File: src/rtl/hsb_pkg.sv
package hsb_pkg;
  parameter int unsigned SHORT_W = 2;
  parameter int unsigned LONG_W  = 5;
  localparam int unsigned CFG_W  = 3 * SHORT_W + 2 * LONG_W;

  // Field order follows the bit layout of the timing word, MSB first
  typedef struct packed {
    logic [LONG_W-1:0]  neg_t;   // strobe negate count
    logic [LONG_W-1:0]  end_t;   // cycle end count
    logic [SHORT_W-1:0] adr_t;   // address window end count
    logic [SHORT_W-1:0] asr_t;   // strobe assert count
    logic [SHORT_W-1:0] smp_t;   // acknowledge sampling count
  } hsb_timing_t;

  function automatic logic [LONG_W-1:0] widen(input logic [SHORT_W-1:0] v);
    return {{(LONG_W - SHORT_W){1'b0}}, v};
  endfunction
endpackage

File: src/rtl/hsb_field_decode.sv
module hsb_field_decode
  import hsb_pkg::*;
(
  input  logic [CFG_W-1:0] cfg_word,
  output hsb_timing_t      tm,
  output logic             legal
);
  always_comb begin
    tm    = hsb_timing_t'(cfg_word);
    legal = (tm.smp_t != '0) && (tm.asr_t != '0) && (tm.end_t >= tm.neg_t);
  end
endmodule

File: src/rtl/hsb_seq_counter.sv
module hsb_seq_counter
  import hsb_pkg::*;
(
  input  logic              clk,
  input  logic              rst_n,
  input  logic              launch,
  input  hsb_timing_t       tm_in,
  input  logic              wr_in,
  input  logic              ack,
  output logic              active,
  output logic [LONG_W-1:0] cnt,
  output hsb_timing_t       tm_q,
  output logic              wr_q,
  output logic              done
);
  logic stall, at_end;

  always_comb begin
    stall  = active && (cnt == widen(tm_q.smp_t)) && !ack;
    at_end = active && (cnt == tm_q.end_t);
  end

  always_ff @(posedge clk) begin
    if (!rst_n) begin
      active <= 1'b0;
      cnt    <= '0;
      tm_q   <= '0;
      wr_q   <= 1'b0;
      done   <= 1'b0;
    end else begin
      done <= 1'b0;
      if (!active) begin
        if (launch) begin
          active <= 1'b1;
          cnt    <= '0;
          tm_q   <= tm_in;
          wr_q   <= wr_in;
        end
      end else if (stall) begin
        cnt <= cnt;
      end else if (at_end) begin
        active <= 1'b0;
        done   <= 1'b1;
      end else begin
        cnt <= cnt + 1'b1;
      end
    end
  end


  stall_hold_chk: assert property (@(posedge clk) disable iff (!rst_n)
    stall |=> active && $stable(cnt));


  count_step_chk: assert property (@(posedge clk) disable iff (!rst_n)
    (active && !stall && !at_end) |=> active && ((cnt - $past(cnt)) == 1));
endmodule

File: src/rtl/hsb_strobe_gen.sv
module hsb_strobe_gen
  import hsb_pkg::*;
(
  input  logic              active,
  input  logic [LONG_W-1:0] cnt,
  input  hsb_timing_t       tm_q,
  input  logic              wr_q,
  output logic              addr_en,
  output logic              rd_en,
  output logic              wr_en
);
  logic strobe;

  always_comb begin
    addr_en = active && (cnt < widen(tm_q.adr_t));
    strobe  = active && (cnt >= widen(tm_q.asr_t)) && (cnt < tm_q.neg_t);
    rd_en   = strobe && !wr_q;
    wr_en   = strobe && wr_q;
  end
endmodule

File: src/rtl/hsbus_cycle_gen.sv
module hsbus_cycle_gen
  import hsb_pkg::*;
(
  input  logic             clk,
  input  logic             rst_n,
  input  logic             start,
  input  logic             is_write,
  input  logic             sel_dram,
  input  logic             sel_hs,
  input  logic [CFG_W-1:0] cfg_word,
  input  logic             ack,
  output logic             addr_en,
  output logic             rd_en,
  output logic             wr_en,
  output logic             busy,
  output logic             done,
  output logic             cfg_err
);
  hsb_timing_t       tm_live, tm_q;
  logic              legal, active, wr_q, req, launch;
  logic [LONG_W-1:0] cnt;

  hsb_field_decode u_dec (
    .cfg_word (cfg_word),
    .tm       (tm_live),
    .legal    (legal)
  );

  always_comb begin
    req    = start && !sel_dram && sel_hs && !active;
    launch = req && legal;
  end

  always_ff @(posedge clk) begin
    if (!rst_n) cfg_err <= 1'b0;
    else        cfg_err <= req && !legal;
  end

  hsb_seq_counter u_cnt (
    .clk    (clk),
    .rst_n  (rst_n),
    .launch (launch),
    .tm_in  (tm_live),
    .wr_in  (is_write),
    .ack    (ack),
    .active (active),
    .cnt    (cnt),
    .tm_q   (tm_q),
    .wr_q   (wr_q),
    .done   (done)
  );

  hsb_strobe_gen u_stb (
    .active  (active),
    .cnt     (cnt),
    .tm_q    (tm_q),
    .wr_q    (wr_q),
    .addr_en (addr_en),
    .rd_en   (rd_en),
    .wr_en   (wr_en)
  );

  assign busy = active;


  strobe_excl_chk: assert property (@(posedge clk) disable iff (!rst_n)
    !(rd_en && wr_en));


  done_ends_cycle_chk: assert property (@(posedge clk) disable iff (!rst_n)
    done |-> !busy && $past(busy));


  err_no_launch_chk: assert property (@(posedge clk) disable iff (!rst_n)
    cfg_err |-> !busy && !done && !$past(busy));
endmodule

File: config.mk
export PLATFORM = sky130hd
export DESIGN_NAME = hsbus_cycle_gen
export DESIGN_NICKNAME = d
export VERILOG_FILES = /design/src/rtl/hsb_pkg.sv /design/src/rtl/hsb_field_decode.sv /design/src/rtl/hsb_seq_counter.sv /design/src/rtl/hsb_strobe_gen.sv /design/src/rtl/hsbus_cycle_gen.sv
export SDC_FILE = /design/constraint.sdc
export NUM_CORES = 1
export LEC_CHECK = 0
export BUFFER_PORTS_ARGS = -buffer_cell sky130_fd_sc_hd__buf_2
export CAP_MARGIN = 10
export CORE_UTILIZATION = 55
export DETAILED_ROUTE_END_ITERATION = 6
export MAX_ROUTING_LAYER = met4
export PLACE_DENSITY = 0.79
export SYNTH_ARGS = -nofsm -noshare
export SYNTH_HDL_FRONTEND = slang
export SYNTH_SLANG_ARGS = --single-unit
File: constraint.sdc
create_clock -name clk -period 5.52 [get_ports clk]
set_input_delay 0 -clock clk [delete_from_list [all_inputs] [get_ports clk]]
set_output_delay 0 -clock clk [all_outputs]
set_load 0.005 [all_outputs]
==> results of run 1 <==
==> final cells by class <==
type / count / area share (%)
multi-input cells: 133 / 49.0
clock inverters: 1 / 0.272
repair buffers: 46 / 17.2
flip-flops and latches: 25 / 27.2
clock buffers: 3 / 1.22
inverters: 15 / 3.05
well taps: 30 / 2.04
==> report_power, final <==
part / total, mW / switching [mW] / internal (mW)
Combinational: 0.0583 / 0.0326 / 0.0257
Sequential: 0.186 / 0.00275 / 0.183
Clock: 0.0842 / 0.0570 / 0.0272
==> placed cells by master, fill, tap and decap left out, types with 2 or more instances in the layout <==
cell type | synthesis | layout
a41o_2 | 2 | 2
clkbuf_4 | 0 | 3
ha_1 | 13 | 13
o21ai_0 | 19 | 19
nor3_1 | 5 | 5
mux2i_1 | 5 | 5
buf_2 | 1 | 28
a21o_1 | 4 | 4
o211ai_1 | 3 | 3
nor2_1 | 3 | 3
a21oi_1 | 23 | 23
dlygate4sd3_1 | 0 | 17
or4_1 | 2 | 2
inv_1 | 14 | 14
nand3_1 | 24 | 24
a31oi_1 | 3 | 3
xor2_1 | 6 | 6
dfxtp_1 | 25 | 25
nand2_1 | 7 | 7
==> through the flow <==
step	area, um2	cells	utilization, %	setup slack (ns)	hold slack [ns]
2_1_floorplan	1520	187	-	3.64	0.148
3_3_place_gp	1640	231	64.4	3.48	0.253
3_5_place_dp	1640	231	64.4	3.40	0.263
4_1_cts	1840	252	72.1	3.21	0.00932
5_1_grt	1840	253	72.4	3.08	0.0109
6_report	1840	253	72.4	3.26	-0.000919
==> state kept, by name, summed over array words and instances, names as in the netlist <==
signal,flops
cfg_err,1
u_cnt.active,1
u_cnt.cnt,5
u_cnt.done,1
u_cnt.tm_q,16
u_cnt.wr_q,1
==> routing by layer <==
metal	vias up	share of wire, %
met4	0	1.0
met2	54	51
met3	6	7.0
met1	690	41
li1	743	-
met5	-	0
==> final timing paths <==
kind                         startpoint                          to  slack [ns]  depth (start not counted)
max           u_cnt.cnt[1]$_SDFFE_PN0P_                       wr_en        3.26                          6
min                                 ack       u_cnt.done$_SDFF_PP0_     -0.0009                          3
max reg2reg     u_cnt.active$_SDFF_PN0_   u_cnt.cnt[1]$_SDFFE_PN0P_        3.40                          5
min reg2reg  u_cnt.tm_q[4]$_SDFFE_PN0P_  u_cnt.tm_q[4]$_SDFFE_PN0P_        0.49                          2
==> synth_stat cells <==
library cell / number
inv_1: 14
dfxtp_1: 25
ha_1: 13
nor3_1: 5
nand4_1: 1
a21boi_0: 1
xor2_1: 6
or4_1: 2
nand2b_1: 1
buf_1: 1
or4b_4: 1
o21ai_0: 19
o22ai_1: 1
clkbuf_1: 11
clkinv_1: 1
and4_1: 1
nand3_1: 24
a41o_2: 2
a31oi_4: 1
mux2i_1: 5
buf_6: 1
o211ai_1: 3
nand2_1: 7
nand3b_1: 1
a2111oi_0: 1
nor4_1: 1
a21o_1: 4
a31oi_1: 3
nor2_1: 3
buf_2: 1
nor2b_1: 1
a21oi_1: 23
nor4_4: 1
xnor2_1: 1
o21bai_1: 1
==> logic make-up (layout without fill, tap and decap cells) <==
kind of cell | after synthesis | count (layout) | share of synthesized area [%]
and+or+nand+nor | 49 | 49 | 18.0
xor gates and xnor gates | 7 | 7 | 4.03
AOI/OAI and AO/OA | 59 | 59 | 23.4
DFF | 25 | 25 | 32.9
muxes | 5 | 5 | 3.29
buffers and inverters | 29 | 65 | 7.73
adders and majority gates | 13 | 13 | 10.7
==> worst max-delay path: cells and delay by family, from the launching register on <==
family | cells | cell delay, ns
AO/OA/AOI/OAI | 4 | 0.86
flip-flops | 1 | 0.58
adder cells (fa/ha/maj) | 1 | 0.31
buffers and inverters | 1 | 0.18
==> repair_timing <==
item                      in CTS  in global routing
hold endpoints to repair      17                  0
hold buffers                  17                  0
buffers inserted               0                  0
==> run_results.csv, run 1 <==
group,metric,value,unit
run_status,status,"finished, violations left",
run_status,violations,"negative hold slack",
worst_setup_path,arrival,2.26,ns
worst_hold_path,hold_path_class,"in2reg",
yosys,yosysTopAreaCell,"dfxtp_1",
grt,gr-total-overflow,0,
power,p_per_area,178,nW/um2
grt,grt_max_degree,24,
yosys,synth_top_area_share,32.9,%
drt,viasPerCell,5.90,
layout,syn_to_final_growth,21.1,%
sta,max-slew-margin-rel,51.4,%
grt,met2_usage,51.2,%
floorplan,die_h,54.6,um
grt,busiest_layer,"met2",
layout,drive_gt1_share,17.0,%
placement,hpwl,2.41,mm
yosys,yosys_warnings,0,
grt,antenna_found_initial,0,
drt,routed-via-count,1493,
clock_network,cts_inserted_buffers,3,
yosys,synth_area,1520,um2
power,ir_drop,155,uV
sta,finalSetupTns,0,ns
drt,routedWlPerCell,14.6,um
grt,grt_use_met3,3.33,%
sta,period_needed,2.26,ns
clock_network,clock_latency,0.33,ns
yosys,syn_nets,223,
yosys,seq_area_frac_synth,32.9,%
yosys,syn_inst,187,
drt,drt_iter0_drc,47,
grt,grt_pass1_wl,6.02,mm
clock_network,clock_path_buffers,2,
power,leakage,0.800,nW
sta,rsz0062_at_grt,"false",
clock_network,root_buffer,"clkbuf_4",
yosys,ys_top_cells_by_area,"dfxtp_1 (33%), ha_1 (11%), nand3_1 (7.9%)",
flow_run,cap_violations,0,
worst_setup_path,start_kind,"flip-flop",
clock_network,tritoncts,"yes",
worst_setup_path,max_stage_delay,0.58,ns
layout,seqCellArea,500,um2
worst_setup_path,critPathMaxFanout,9,
clock_network,clock_sinks,25,
floorplan,rows,18,
sta,post-route-period-util,40.9,%
floorplan,die_x,54.6,um
clock_network,path_clk_slew,0.14,ns
power,fin_total_pwr,0.329,mW
drt,dr.pass1.iters,4,
worst_setup_path,setup.worst_path.end_class,"output port",
layout,fin_nets,260,
worst_setup_path,required,5.52,ns
sta,slew_viol_final,0,
clock_network,ctsResizeCount,0,
drt,drcViolationCount,0,
layout,num_antenna_cells,0,
grt,grt_pass1_vias,1377,
worst_setup_path,worst_path_max_delay_cell,"dfxtp_1",
yosys,ys_ff_latch,25,
floorplan,initial_core_util,59.8,%
layout,num-fill-cells,223,
floorplan,dieArea,2980,um2
sta,finalSetupViolCount,0,
yosys,synth_cell_types,35,
floorplan,pin_count,29,
yosys,synth_area_per_cell,8.14,um2
grt,grtUsageMet1,34.3,%
clock_network,htreeDepth,1,
drt,postRouteAntennaNets,0,
sta,finClkSkew,0.00391,ns
sta,final_hold_viol_count,1,
placement,place.gp.congestion,0.879,
drt,routed_wl,3.68,mm
layout,multi_input_area,903,um2
floorplan,fp.coreArea,2540,um2
worst_setup_path,worst_path_most_repeated_cell,"a21o_1",
grt,track_usage,29.1,%
placement,portBuffers,28,
sta,max_freq,0.443,GHz
worst_setup_path,crit_chain,"ha_1, a21o_1, a21o_1, a21o_1, a2111oi_0, buf_2",
worst_setup_path,crit_type,"reg2out",
sta,worst-slew-pin-transition,0.727,ns
sta,hold_ws,-0.000919,ns
Note: power is estimated with default switching activity, not from simulation.
==> inputs of run 2 (changes only) <==
ABC_AREA = 1   (was unset)
CORE_UTILIZATION = 54   (was 55)
clock period = 2.3 ns   (was 5.52 ns; I/O delays follow)
==> run_results.csv, run 2 <==
group,metric,value,unit
drt,routed_wl,3.63,mm
clock_network,path_clk_slew,0.16,ns
clock_network,tritoncts,"yes",
yosys,syn_inst,204,
run_status,status,"finished, final reports clean",
placement,portBuffers,28,
worst_setup_path,start_kind,"input pin",
drt,viasPerCell,5.18,
grt,met2_usage,43.5,%
floorplan,pin_count,29,
sta,finClkSkew,0.0139,ns
clock_network,cts_inserted_buffers,3,
floorplan,initial_core_util,57.5,%
worst_setup_path,setup.worst_path.end_class,"flip-flop",
drt,dr.pass1.iters,7,
drt,routedWlPerCell,12.7,um
placement,place.gp.congestion,0.850,
layout,drive_gt1_share,16.1,%
yosys,synth_edf_count,0,
sta,max_freq,0.468,GHz
grt,busiest_layer,"met2",
grt,gr-total-overflow,0,
yosys,yosysTopAreaCell,"dfxtp_1",
worst_setup_path,required,2.59,ns
yosys,synth_cell_types,24,
yosys,synth_area_per_cell,7.05,um2
grt,track_usage,28.1,%
drt,drt_iter0_drc,32,
floorplan,die_x,53.6,um
worst_setup_path,critPathMaxFanout,7,
drt,postRouteAntennaNets,0,
yosys,ys.flop_type,"dfxtp_1",
layout,final_cell_mix,"nand2_1 (42), buf_2 (28), inv_1 (26), a21oi_1 (26)",
grt,grt_use_met3,6.21,%
clock_network,clock_latency,0.34,ns
layout,largest_reg_flops,16,
power,ir_drop,368,uV
grt,grt_pass1_wl,5.58,mm
worst_setup_path,crit_type,"in2reg",
grt,grtUsageMet1,34.8,%
layout,syn_to_final_growth,29.4,%
sta,period_needed,2.13,ns
layout,reg.largest.list,"u_cnt.tm_q (16), u_cnt.cnt (5)",
sta,worst-slew-pin-transition,0.367,ns
yosys,ys_ff_latch,25,
clock_network,clock_path_buffers,2,
worst_setup_path,arrival,2.42,ns
layout,layout_commonest_cell,"nand2_1",
worst_setup_path,r2r_slack,0.48,ns
grt,antenna_found_initial,0,
layout,fin_nets,292,
floorplan,rows,18,
layout,num-fill-cells,187,
yosys,seq_area_frac_synth,34.8,%
power,leakage,0.807,nW
layout,regMostFlops,"u_cnt.tm_q",
yosys,synth.most_common_cell,"nand2_1",
floorplan,dieArea,2870,um2
placement,hpwl,2.25,mm
clock_network,clock_sinks,25,
grt,grt_pass1_vias,1243,
sta,post-route-period-util,92.8,%
sta,slew_viol_final,0,
yosys,syn_nets,240,
power,p_per_area,438,nW/um2
yosys,yosys_warnings,0,
layout,finalNonFillerCells,285,
yosys,synth_top_area_share,34.8,%
yosys,async_flop_share,0,%
sta,finalSetupTns,0,ns
floorplan,fp.coreArea,2500,um2
yosys,synth_area,1440,um2
layout,num_antenna_cells,0,
drt,drcViolationCount,0,
clock_network,htreeDepth,1,
sta,finalSetupViolCount,0,
drt,routed-via-count,1476,
grt,grt_max_degree,21,
placement,dp.cells,256,
yosys,ys_top_cells_by_area,"dfxtp_1 (35%), ha_1 (11%), nand2_1 (11%)",
flow_run,cap_violations,0,
sta,max-slew-margin-rel,74.9,%
yosys,synth_commonest_cells,"nand2_1 (42), a21oi_1 (26), inv_1 (26)",
sta,final_hold_viol_count,0,
clock_network,root_buffer,"clkbuf_4",
sta,rsz0062_at_grt,"false",
worst_hold_path,hold_path_class,"in2reg",
floorplan,die_h,53.6,um
## run 2: changes by cell type after synthesis, sizes merged, moves of 3 or more
cell / previous run / this run
nor3: 5 / 1
o211ai: 3 / 0
mux2i: 5 / 0
a21o: 4 / 0
a31oi: 4 / 0
clkbuf: 11 / 2
nand3: 24 / 16
nor2: 3 / 20
o21ai: 19 / 14
a21oi: 23 / 27
inv: 14 / 29
xor2: 6 / 2
nand2: 7 / 43
## run 2: cell type report
class	count	area, um2	area share [%]
multi-input cells	143	785	42.2
flip-flops and latches	25	500	26.9
repair buffers	54	398	21.4
inverters	29	109	5.85
well taps	30	37.5	2.02
clock buffers	3	22.5	1.21
clock inverters	1	8.76	0.471
## run 2: per-layer routing
| metal | vias up | part of all wire [%] |
|---|---|---|
| li1 | 764 | - |
| met2 | 40 | 47 |
| met5 | - | 0 |
| met4 | 0 | 2.3 |
| met1 | 661 | 46 |
| met3 | 11 | 4.4 |
## run 2: power breakdown
group / switching, mW / internal, mW / leakage (nW)
clock network: 0.152 / 0.0712 / 0.0183
registers: 0.00728 / 0.443 / 0.202
logic: 0.0735 / 0.0668 / 0.587
## run 2: critical path, stage by stage
cell and delay, ns:
dlygate4sd3_1 0.52, buf_2 0.11, inv_1 0.04, ha_1 0.28
nand2_1 0.08, nor2_1 0.14, nand2_1 0.09, nand3_1 0.12
and2_2 0.24, nand3_1 0.10, dlygate4sd3_1 0.58, a21oi_1 0.12
## run 2: timing repair
action                                  in CTS  in global routing
endpoints found under the hold margin       18                  0
hold buffers                                25                  0
endpoints found under the setup margin       0                  5
resized for setup                            0                  1
buffers inserted                             0                  0
## run 2: cell families (layout without fill, tap and decap cells)
family,Yosys count,count (layout),share of synthesized area (%)
simple gates,83,83,25.0
compound gates,44,44,16.4
buf+inv,36,87,10.7
flops,25,25,34.8
fa+ha+maj,13,13,11.3
xor+xnor,3,3,1.83
## run 2: worst paths after layout
check / cells after the start / startpoint / endpoint
worst max-delay path: 12 / cfg_word[15] / u_cnt.tm_q[2]$_SDFFE_PN0P_
worst min-delay path: 3 / cfg_word[7] / u_cnt.tm_q[7]$_SDFFE_PN0P_
worst max register to register: 5 / u_cnt.active$_SDFF_PN0_ / u_cnt.tm_q[3]$_SDFFE_PN0P_
worst min register to register: 2 / u_cnt.tm_q[5]$_SDFFE_PN0P_ / u_cnt.tm_q[5]$_SDFFE_PN0P_
## run 2: per-stage QoR
step / util (%) / power, mW / area [um2] / hold WS [ns] / setup slack (ns)
finish: 74.4 / 0.814 / 1860 / 0.0193 / 0.165
global route: 74.4 / 0.851 / 1860 / 0.0253 / 0.0375
CTS: 74.4 / 0.815 / 1860 / 0.0135 / 0.282
detailed placement: 63.1 / 0.568 / 1580 / 0.272 / 0.578
global placement: 63.1 / 0.567 / 1580 / 0.272 / 0.632
floorplan: - / 0.532 / 1440 / 0.129 / 1.05
